===== src/rtl/cap_pkg.sv =====
package cap_pkg;

  // Bits in the prescale counter: enough for the largest division (16)
  localparam int PSCL_W = 4;
  // Low counter bits that define the divide-by-4 wrap
  localparam int DIV4_BITS = 2;

  typedef enum logic [2:0] {
    CM_OFF   = 3'b000,
    CM_BOTH  = 3'b001,
    CM_FALL  = 3'b010,
    CM_RISE  = 3'b011,
    CM_DIV4  = 3'b100,
    CM_DIV16 = 3'b101,
    CM_RSVD  = 3'b110,
    CM_IRQ   = 3'b111
  } cap_mode_e;

  // True when the next counted rising edge completes a division period
  function automatic logic pscl_at_wrap(cap_mode_e m, logic [PSCL_W-1:0] cnt);
    case (m)
      CM_DIV4:  return &cnt[DIV4_BITS-1:0];
      CM_DIV16: return &cnt;
      default:  return 1'b0;
    endcase
  endfunction

  function automatic logic is_divided(cap_mode_e m);
    return (m == CM_DIV4) || (m == CM_DIV16);
  endfunction

  // Capture modes stop during sleep, and during idle when idle-stop is set
  function automatic logic capture_allowed(logic sleep, logic idle, logic stop);
    return !sleep && !(idle && stop);
  endfunction

endpackage


===== src/rtl/cap_pin_sync.sv =====
module cap_pin_sync #(
  parameter int STAGES = 2
) (
  input  logic clk,
  input  logic rst_n,
  input  logic pin_async,
  output logic rise_o,
  output logic fall_o
);

  logic [STAGES-1:0] chain;
  logic              prev_q;

  generate
    for (genvar i = 0; i < STAGES; i++) begin : g_stage
      if (i == 0) begin : g_first
        always_ff @(posedge clk or negedge rst_n) begin
          if (!rst_n) chain[0] <= 1'b0;
          else        chain[0] <= pin_async;
        end
      end else begin : g_next
        always_ff @(posedge clk or negedge rst_n) begin
          if (!rst_n) chain[i] <= 1'b0;
          else        chain[i] <= chain[i-1];
        end
      end
    end
  endgenerate

  always_ff @(posedge clk or negedge rst_n) begin
    if (!rst_n) prev_q <= 1'b0;
    else        prev_q <= chain[STAGES-1];
  end

  assign rise_o =  chain[STAGES-1] && !prev_q;
  assign fall_o = !chain[STAGES-1] &&  prev_q;

endmodule


===== src/rtl/cap_prescaler.sv =====
module cap_prescaler
  import cap_pkg::*;
#(
  parameter int W = PSCL_W
) (
  input  logic         clk,
  input  logic         rst_n,
  input  logic         clear_i,
  input  logic         step_i,
  output logic [W-1:0] cnt_o
);

  logic [W-1:0] cnt_q;

  always_ff @(posedge clk or negedge rst_n) begin
    if (!rst_n)       cnt_q <= '0;
    else if (clear_i) cnt_q <= '0;
    else if (step_i)  cnt_q <= cnt_q + 1'b1;
  end

  assign cnt_o = cnt_q;

endmodule


===== src/rtl/cap_event_sel.sv =====
module cap_event_sel
  import cap_pkg::*;
(
  input  cap_mode_e mode_i,
  input  logic      rise_i,
  input  logic      fall_i,
  input  logic      run_i,
  input  logic      wrap_i,
  output logic      cap_fire_o,
  output logic      irq_fire_o,
  output logic      pscl_step_o
);

  always_comb begin
    cap_fire_o  = 1'b0;
    irq_fire_o  = 1'b0;
    pscl_step_o = 1'b0;
    case (mode_i)
      CM_BOTH: cap_fire_o = run_i && (rise_i || fall_i);
      CM_FALL: cap_fire_o = run_i && fall_i;
      CM_RISE: cap_fire_o = run_i && rise_i;
      CM_DIV4, CM_DIV16: begin
        pscl_step_o = run_i && rise_i;
        cap_fire_o  = run_i && rise_i && wrap_i;
      end
      CM_IRQ:  irq_fire_o = rise_i;
      default: ;
    endcase
  end

endmodule


===== src/rtl/capture_event_gen.sv =====
module capture_event_gen
  import cap_pkg::*;
#(
  parameter int TW          = 16,
  parameter int SYNC_STAGES = 2
) (
  input  logic          clk,
  input  logic          rst_n,
  input  logic          pin_async,
  input  logic [2:0]    mode_sel,
  input  logic          timer_sel,
  input  logic [TW-1:0] timer_a,
  input  logic [TW-1:0] timer_b,
  input  logic          idle_stop,
  input  logic          idle_req,
  input  logic          sleep_req,
  output logic          cap_valid,
  output logic [TW-1:0] cap_value,
  output logic          irq_ext
);

  cap_mode_e         mode;
  logic              rise_evt;
  logic              fall_evt;
  logic              cap_run;
  logic              pscl_wrap;
  logic              pscl_step;
  logic              pscl_clear;
  logic [PSCL_W-1:0] pscl_cnt;

  assign mode       = cap_mode_e'(mode_sel);
  assign cap_run    = capture_allowed(sleep_req, idle_req, idle_stop);
  assign pscl_clear = (mode == CM_OFF);
  assign pscl_wrap  = pscl_at_wrap(mode, pscl_cnt);

  cap_pin_sync #(.STAGES(SYNC_STAGES)) u_sync (
    .clk       (clk),
    .rst_n     (rst_n),
    .pin_async (pin_async),
    .rise_o    (rise_evt),
    .fall_o    (fall_evt)
  );

  cap_prescaler #(.W(PSCL_W)) u_pscl (
    .clk     (clk),
    .rst_n   (rst_n),
    .clear_i (pscl_clear),
    .step_i  (pscl_step),
    .cnt_o   (pscl_cnt)
  );

  cap_event_sel u_sel (
    .mode_i      (mode),
    .rise_i      (rise_evt),
    .fall_i      (fall_evt),
    .run_i       (cap_run),
    .wrap_i      (pscl_wrap),
    .cap_fire_o  (cap_valid),
    .irq_fire_o  (irq_ext),
    .pscl_step_o (pscl_step)
  );

  assign cap_value = timer_sel ? timer_a : timer_b;

endmodule


===== config.mk =====
export PLATFORM = sky130hd
export DESIGN_NAME = capture_event_gen
export DESIGN_NICKNAME = d
export VERILOG_FILES = /design/src/rtl/cap_pkg.sv /design/src/rtl/cap_pin_sync.sv /design/src/rtl/cap_prescaler.sv /design/src/rtl/cap_event_sel.sv /design/src/rtl/capture_event_gen.sv
export SDC_FILE = /design/constraint.sdc
export NUM_CORES = 1
export LEC_CHECK = 0
export CAP_MARGIN = 30
export CORE_AREA = 2 2 49 51
export CTS_BUF_LIST = sky130_fd_sc_hd__clkbuf_4
export CTS_CLUSTER_SIZE = 28
export DETAILED_ROUTE_END_ITERATION = 16
export DIE_AREA = 0 0 51 53
export PLACE_DENSITY_LB_ADDON = 0.05
export SYNTH_ARGS = -nofsm -noshare
export SYNTH_HDL_FRONTEND = slang
export SYNTH_HIERARCHICAL = 1
export SYNTH_SLANG_ARGS = --single-unit

===== constraint.sdc =====
create_clock -name clk -period 3.6 [get_ports clk]
set_clock_uncertainty 0.15 [all_clocks]
set_input_delay 0.72 -clock clk [delete_from_list [all_inputs] [get_ports clk]]
set_output_delay 0.72 -clock clk [all_outputs]
set_load 0.1 [all_outputs]

# == Yosys cells after proc, flatten, opt, wreduce, memory -nomap -nowiden ==
# Index checks and enable logic that the tools add are counted.
# word_totals
word_cells,36
ff_bits,7
output_inout_bits,18
in_bits,42
# classes
add_sub_neg,1
muxes,7
eq_ne,6
n_reduce_logical,18
# ops
cell,count
16-bit two-way mux,1
"3-bit equality test, second input constant",3
1-bit logical AND,8
4-bit two-way mux,2
"3-bit by 2-bit equality test with 1-bit output, second input constant",2
"4-bit by 1-bit adder with 4-bit output, second input constant",1
1-bit zero test,4
1-bit one-hot mux with 4 select lines,1
4-bit AND reduction,1
"3-bit by 1-bit equality test with 1-bit output, second input constant",1
3-bit zero test,1
1-bit two-way mux,2
1-bit one-hot mux with 2 select lines,1
2-bit AND reduction,1
2-bit nonzero test,1
2-bit OR reduction,1
1-bit logical OR,1

# == Depth between registers and ports, before layout ==
# Gate-level depths: netlist (run 1).
# logic_depth
depth_word,7
mapped_depth,5
depth_no_buf,5

# == By module ==
# The synthesis (run 1) kept the hierarchy.
# modules_own_cells
module,seq_area_each_um2,cells_per_inst,area_per_inst_um2,instances
capture_event_gen,0.0,23,276.5,1
cap_prescaler,100.1,16,192.7,1
cap_pin_sync,75.1,5,90.1,1
cap_event_sel,0.0,8,70.1,1

# == Worst setup path after synthesis (run 1) ==
# Ideal clock, no wire load.
# synth_timing
path_type,input -> output
from,in idle_req
to,out cap_valid
path_slack_ns,0.478
required_time_ns,2.730
stages,3
arrival_ns,2.252
n_path_buf,0
cell_sequence,a21oi_1 nand2_1 o32ai_2
# synth_via
elab_chain_len,6
elab_cells_between_ends,8
classes_between,mux (1); reduce/logical (7)
# synth_rtl
element,line_no,rtl
"start, declared",capture_event_gen.sv:15,"input logic idle_req,"
1-bit logical AND (*),cap_pkg.sv:34,return !sleep && !(idle && stop);
1-bit zero test (*),cap_pkg.sv:34,
1-bit logical AND (*),cap_pkg.sv:34,
1-bit logical AND,"cap_event_sel.sv:21, cap_event_sel.sv:24",
1-bit logical AND,cap_event_sel.sv:24,cap_fire_o = run_i && rise_i && wrap_i;
1-bit one-hot mux with 4 select lines (*),cap_event_sel.sv:18,case (mode_i)
"end, declared",capture_event_gen.sv:17,"output logic cap_valid,"
# Mark *: on every way between the ends. The rest lies on a longest branch, timed or not.

# == Worst setup path in the final report (run 1) ==
# layout_timing
from,in timer_sel
to,out cap_value[14]
# layout_via
elab_chain_len,1
# layout_rtl
element,line_no,rtl
"start, declared",capture_event_gen.sv:11,"input logic timer_sel,"
16-bit two-way mux,capture_event_gen.sv:63,assign cap_value = timer_sel ? timer_a : timer_b;
"end, declared",capture_event_gen.sv:18,"output logic [TW-1:0] cap_value,"
# Every way passes these cells.

==> results of run 1 <==
[critical path, delay by kind of cell]
family / cells / cell delay (ns)
muxes: 1 / 0.34
buffers and inverters: 3 / 1.10
[synth_stat cells]
cell type | number | share of area [%]
nand4b_1 | 1 | 1.4
and4_2 | 1 | 1.6
nor3_1 | 1 | 0.79
a21bo_2 | 1 | 1.6
mux2_2 | 6 | 11
a21oi_1 | 3 | 2.4
nor2_1 | 3 | 1.8
mux2_4 | 11 | 26
o32ai_2 | 1 | 2.6
buf_12 | 1 | 3.2
buf_6 | 1 | 1.8
nand2_1 | 3 | 1.8
nand3b_1 | 1 | 1.2
and2b_2 | 1 | 1.4
xnor2_1 | 2 | 2.8
mux2i_1 | 2 | 3.2
ha_1 | 1 | 2.0
nor2b_1 | 3 | 3.0
nand4_1 | 1 | 0.99
and4b_2 | 1 | 1.8
dfrtp_1 | 7 | 28
[power groups by stage]
stage                     Sequential [mW]  Clock [mW]  Combinational [mW]
after detailed placement           0.0872           0               0.265
after floorplan                    0.0860           0               0.148
final                              0.0857      0.0789               0.263
after CTS                          0.0857      0.0808               0.265
after global routing               0.0863      0.0891               0.272
after global placement             0.0867           0               0.262
[per-layer routing]
layer	GRT usage, %	up-vias
met4	1.35	0
met1	20.8	284
li1	-	317
met3	7.06	0
met5	0	-
met2	26.8	32
[layout make-up]
type / instances / area [µm²] / area share [%]
Timing Repair Buffer: 60 / 766 / 53.6
Multi-Input combinational cell: 43 / 423 / 29.6
Sequential cell: 7 / 175 / 12.3
Tap cell: 28 / 35.0 / 2.45
Clock buffer: 4 / 30.0 / 2.10
[flip-flops by register name (all words and copies together) (netlist names)]
| register | flops |
|---|---|
| u_pscl/cnt_o | 4 |
| u_sync/chain | 2 |
| u_sync/prev_q | 1 |
[worst max path at each step]
stage,startpoint,end,slack (ns),depth (start not counted)
after global routing,mode_sel[2],cap_valid,0.47,7
after detailed placement,timer_sel,cap_value[14],0.55,4
after CTS,timer_sel,cap_value[14],0.56,4
final,timer_sel,cap_value[14],0.56,4
after global placement,timer_sel,cap_value[12],0.56,4
after floorplan,idle_req,cap_valid,0.48,3
[cells by family after synthesis]
kind of cell / synth area share [%]
AOI/OAI and AO/OA: 6.56
xor gates and xnor gates: 2.78
adders and majority gates: 1.99
buffers and inverters: 4.97
DFF: 27.8
muxes: 40.2
and+or+nand+nor: 15.7
[through the flow]
step	setup slack, ns	hold slack, ns	area [µm²]	power (mW)	instances
floorplan	0.478	0.181	629	0.234	52
detailed placement	0.549	0.185	1400	0.352	138
CTS	0.557	0.193	1430	0.432	142
global placement	0.557	0.186	1400	0.349	138
global route	0.471	0.208	1430	0.447	142
finish	0.564	0.185	1430	0.428	142
==> results.md, run 1 <==
- Slowest-stage cell, CP: clkdlybuf4s50_1
- Post-synth net total: 95
- CTS H-tree lvls: 1
- Chip Height: 53 µm
- Status: complete, no violations
- Setup TNS Final: 0 ns
- Max Freq: 329 MHz
- Final min period: 3.04 ns
- FF+latch count, synth: 7
- Cell internal pwr: 0.250 mW
- First-pass GRT wire length: 3230 µm
- Fin. Hold Viols: 0
- Clock share of power: 18.5%
- Mean Syn Cell Area: 12.1 µm²
- Starting Density: 29.3%
- Worst Path Max Fanout: 10
- Sw Ratio: 41.5%
- Die area: 0.00270 mm²
- FF-to-FF path depth: 4
- Post-DR wirelength/cell: 15.6 µm
- Worst Hold Launch: u_sync/chain[0]$_DFF_PN0_
- RR Startpoint: u_sync/chain[1]$_DFF_PN0_
- Initial detailed-routing violation count: 2
- Fillers: 177
- Type of the most critical hold path: reg -> reg
- Net Sw Power: 0.177 mW
- Final slew viol count: 0
- Hold Path Depth: 0
- Worst setup EP type: output port
- Combinational power share: 61.5%
- Fin crit share: 84.3%
- Post-CTS Setup Bufs: 0
- HPWL reported at the end of detailed placement: 1920 µm
- Met3 WL: 212 µm
- Max-Cap Viols: 0
- Worst Path Required: 2.73 ns
- Max clock buf depth: 2
- Post_cts resized: 0
- Grt ovf: 0
- Syn Inst Count: 52
- Layout cell share with drive strength beyond 1: 39.5%
- Critical path class: in -> out
- Core area: 0.00215 mm²
- Nets: 158
- Die W: 51 µm
- Peak VDD IR: 0.000284 V
- Synth warnings: 6
- Top routing layer in use: met3
- Sequential share of power: 20.0%
- Most frequent cells in the layout: clkdlybuf4s50_1, buf_12, mux2_4
- Synthesized area: 629 µm²
- First-pass detailed-route iteration total: 3
- CP startpoint kind: input pin
- Clk_lat worst skew: 0.25 ns
- RSZ-0062 raised after global routing: false
- CTS tree: built
- Crit path DAT: 2.17 ns
- Cell Rows: 17
- Placer's final routability congestion estimate: 0.769
- Reg clk slew, reported paths: 0.05 ns
- CTS root buf: clkbuf_4
- Cell breakdown of the critical path: clkdlybuf4s50_1 -> buf_4 -> mux2_4 -> buf_12
- Commonest non-fill, non-tap cell in the layout: clkdlybuf4s50_1
- Relative slew margins: 62.7%
- I/O Pins: 60
- LEAKAGE: 0.619 nW
- Vias: 633
- Total wire length: 2210 µm
- Worst Hold End: u_sync/chain[1]$_DFF_PN0_
- Clock Sinks: 7
- Least-Margin Pin Slew: 0.555 ns
- Part of the Yosys area used for sequential elements: 27.8%
- Util after Layout: 66.5%
- Post-CTS Hold Buffers: 0
- Vias in the first global route: 609
- R2R setup slack: 2.02 ns
- RR Endpoint: u_pscl/cnt_o[3]$_DFFE_PN0P_
- Gr usage total: 16.4%
- PwrDens: 299 mW/mm²
- Distinct cell type count after synthesis: 21
- Routed wl met2: 1090 µm
- Largest net degree at the start of global routing: 11
- Avg Vias per Cell: 4.46
- Antenna violations before repair: 0
- Antenna cells: 0
- CTS buffer count: 3
- M1 WL: 913 µm
- Final setup violation count: 0
- CP max stage delay: 0.64 ns
- Area grow syn2layout: 127%
- Antenna viol nets, final: 0
- PortBufs: 59
- # DRC: 0
Power figures use the tool's default switching activity.
==> inputs of run 2 (changes only) <==
Settings changed: CORE_AREA 2 2 49 51 to 2 2 51 53, DIE_AREA 0 0 51 53 to 0 0 53 55.
Clock period 3.6 ns to 2.5 ns, I/O delays scaled along.
==> results.md, run 2 (synthesized netlist as in run 1, its figures left out) <==
- Initial detailed-routing violation count: 12 (+10)
- Final setup violation count: 0 (unchanged)
- Placed standard-cell area: 0.00146 mm² (+4.0%)
- CTS H-tree lvls: 1 (unchanged)
- Combinational power share: 62.2% (+0.7 points)
- Final instance area: 0.00148 mm² (+3.7%)
- CTS tree: built
- Starting Density: 26.6% (-2.7 points)
- Type of the most critical hold path: reg -> reg
- Avg Vias per Cell: 4.49 (+0.80%)
- Crit path DAT: 1.74 ns (-0.43 ns)
- Worst Path Required: 1.85 ns (-0.88 ns)
- Post-CTS Setup Bufs: 0 (unchanged)
- Least-Margin Pin Slew: 0.272 ns (-0.283 ns)
- CTS buffer count: 3 (unchanged)
- Chip Height: 55 µm (+3.8%)
- CP startpoint kind: input pin
- Gr usage total: 15.8% (-0.58 points)
- LEAKAGE: 0.646 nW (+4.4%)
- Max reg flops: 4 (unchanged)
- Antenna viol nets, final: 0 (unchanged)
- Post-CTS Hold Buffers: 0 (unchanged)
- Fin. Hold Viols: 0 (unchanged)
- Total wire length: 2280 µm (+2.9%)
- Fin crit share: 95.7%
- Cell Rows: 18 (+1)
- Nets: 162 (+2.5%)
- CTS root buf: clkbuf_4
- First-pass detailed-route iteration total: 4 (+1)
- Antenna cells: 0 (unchanged)
- Area of the multi-input gates: 434 µm² (+2.7%)
- Placer's final routability congestion estimate: 0.733 (-4.6%)
- Reg area: 175 µm² (unchanged)
- Post_cts resized: 3 (+3)
- Final slew viol count: 0 (unchanged)
- Max clock buf depth: 2 (unchanged)
- Layout cell share with drive strength beyond 1: 41.5% (+2.1 points)
- Max-Cap Viols: 0 (unchanged)
- PortBufs: 59 (unchanged)
- Clock share of power: 17.8% (-0.7 points)
- Sequential share of power: 20.0% (about the same)
- Critical path class: in -> out
- Clk_lat worst skew: 0.24 ns (about the same)
- Fillers: 192 (+8.5%)
- HPWL reported at the end of detailed placement: 2000 µm (+3.8%)
- Vias: 665 (+5.1%)
- Clock Sinks: 7 (unchanged)
- Status: complete, no violations
- Die area: 0.00292 mm² (+7.8%)
- Max Freq: 418 MHz
- Vias in the first global route: 639 (+4.9%)
- Power Total: 0.619 mW (+45%)
- RSZ-0062 raised after global routing: false
- I/O Pins: 60 (unchanged)
- Relative slew margins: 81.3% (+19 points)
- Peak VDD IR: 0.000296 V (+4.2%)
- Die W: 53 µm (+3.9%)
- Worst Path Max Fanout: 3 (-7)
- Reg clk slew, reported paths: 0.05 ns (about the same)
- Commonest non-fill, non-tap cell in the layout: clkdlybuf4s50_1
- Post-DR wirelength/cell: 15.4 µm (-1.2%)
- Most frequent cells in the layout: clkdlybuf4s50_1, buf_12, mux2_4
- Core area: 0.00236 mm² (+10%)
- Worst setup EP type: output port
- # DRC: 0 (unchanged)
- Antenna violations before repair: 0 (unchanged)
- Cell internal pwr: 0.363 mW (+45%)
- PwrDens: 418 mW/mm² (+40%)
- Area grow syn2layout: 135%
- Net Sw Power: 0.256 mW (+44%)
- First-pass GRT wire length: 3210 µm (-0.65%)
- Largest net degree at the start of global routing: 11 (unchanged)
- Final min period: 2.39 ns
- Grt ovf: 0 (unchanged)
- Sw Ratio: 41.3% (-0.17 points)
run 2: changes by cell type in the layout (fill, tap and decap cells not counted), sizes merged:
cell / previous run / this run
buf: 19 / 23
clkdlybuf4s50: 41 / 38
dlygate4sd2: 0 / 3
run 2: through the flow:
stage	TNS (ns)	cells	util (%)	hold WS, ns	setup slack, ns
floorplan	0	52	-	0.0544	0.249
global placement	0	144	61.5	0.182	0.0666
detailed placement	-0.0227	144	61.5	0.194	-0.0227
CTS	0	148	62.6	0.205	0.0801
global route	0	148	62.6	0.215	0.0243
finish	0	148	62.6	0.203	0.107
run 2: path summary, 6_finish.rpt:
| check | start | to | slack, ns | cells past startpoint |
|---|---|---|---|---|
| worst min-delay path | u_sync/chain[0]$_DFF_PN0_ | u_sync/chain[1]$_DFF_PN0_ | 0.20 | 0 |
| max in group asynchronous | rst_n | u_pscl/cnt_o[3]$_DFFE_PN0P_ | 1.61 | 1 |
| worst min register to register | u_sync/chain[0]$_DFF_PN0_ | u_sync/chain[1]$_DFF_PN0_ | 0.20 | 0 |
| min in group asynchronous | rst_n | u_sync/chain[0]$_DFF_PN0_ | 0.36 | 1 |
| worst max register to register | u_sync/chain[1]$_DFF_PN0_ | u_pscl/cnt_o[3]$_DFFE_PN0P_ | 0.89 | 4 |
| worst max-delay path | idle_req | cap_valid | 0.11 | 5 |
run 2: cell type report:
type	instances	share of cell area, %
Clock buffer	4	2.03
Timing Repair Buffer	64	54.3
Multi-Input combinational cell	43	29.3
Sequential cell	7	11.8
Tap cell	30	2.53
run 2: routing by layer:
| metal | part of all wire, % | vias up | global-route usage (%) |
|---|---|---|---|
| met5 | 0 | - | 0 |
| met4 | 1.4 | 0 | 6.41 |
| met3 | 9.5 | 4 | 4.57 |
| met2 | 49 | 34 | 24.8 |
| met1 | 40 | 301 | 20.5 |
| li1 | - | 326 | - |
run 2: power groups by stage:
stage / Clock (mW) / Combinational (mW) / Sequential (mW)
after floorplan: 0 / 0.215 / 0.124
after global placement: 0 / 0.385 / 0.125
after detailed placement: 0 / 0.388 / 0.126
after CTS: 0.116 / 0.388 / 0.124
after global routing: 0.123 / 0.398 / 0.124
final: 0.110 / 0.385 / 0.124
run 2: worst max-delay path: stages:
cell and delay [ns]:
clkdlybuf4s50_1 0.40, a21oi_1 0.23, nand2_1 0.14, o32ai_4 0.25
buf_12 0.21
==> inputs of run 3 (changes only) <==
Settings changed: CAP_MARGIN 30 to 20.
==> results of run 3 <==
No change in the layout: final DEF, timing and power equal those of run 2.
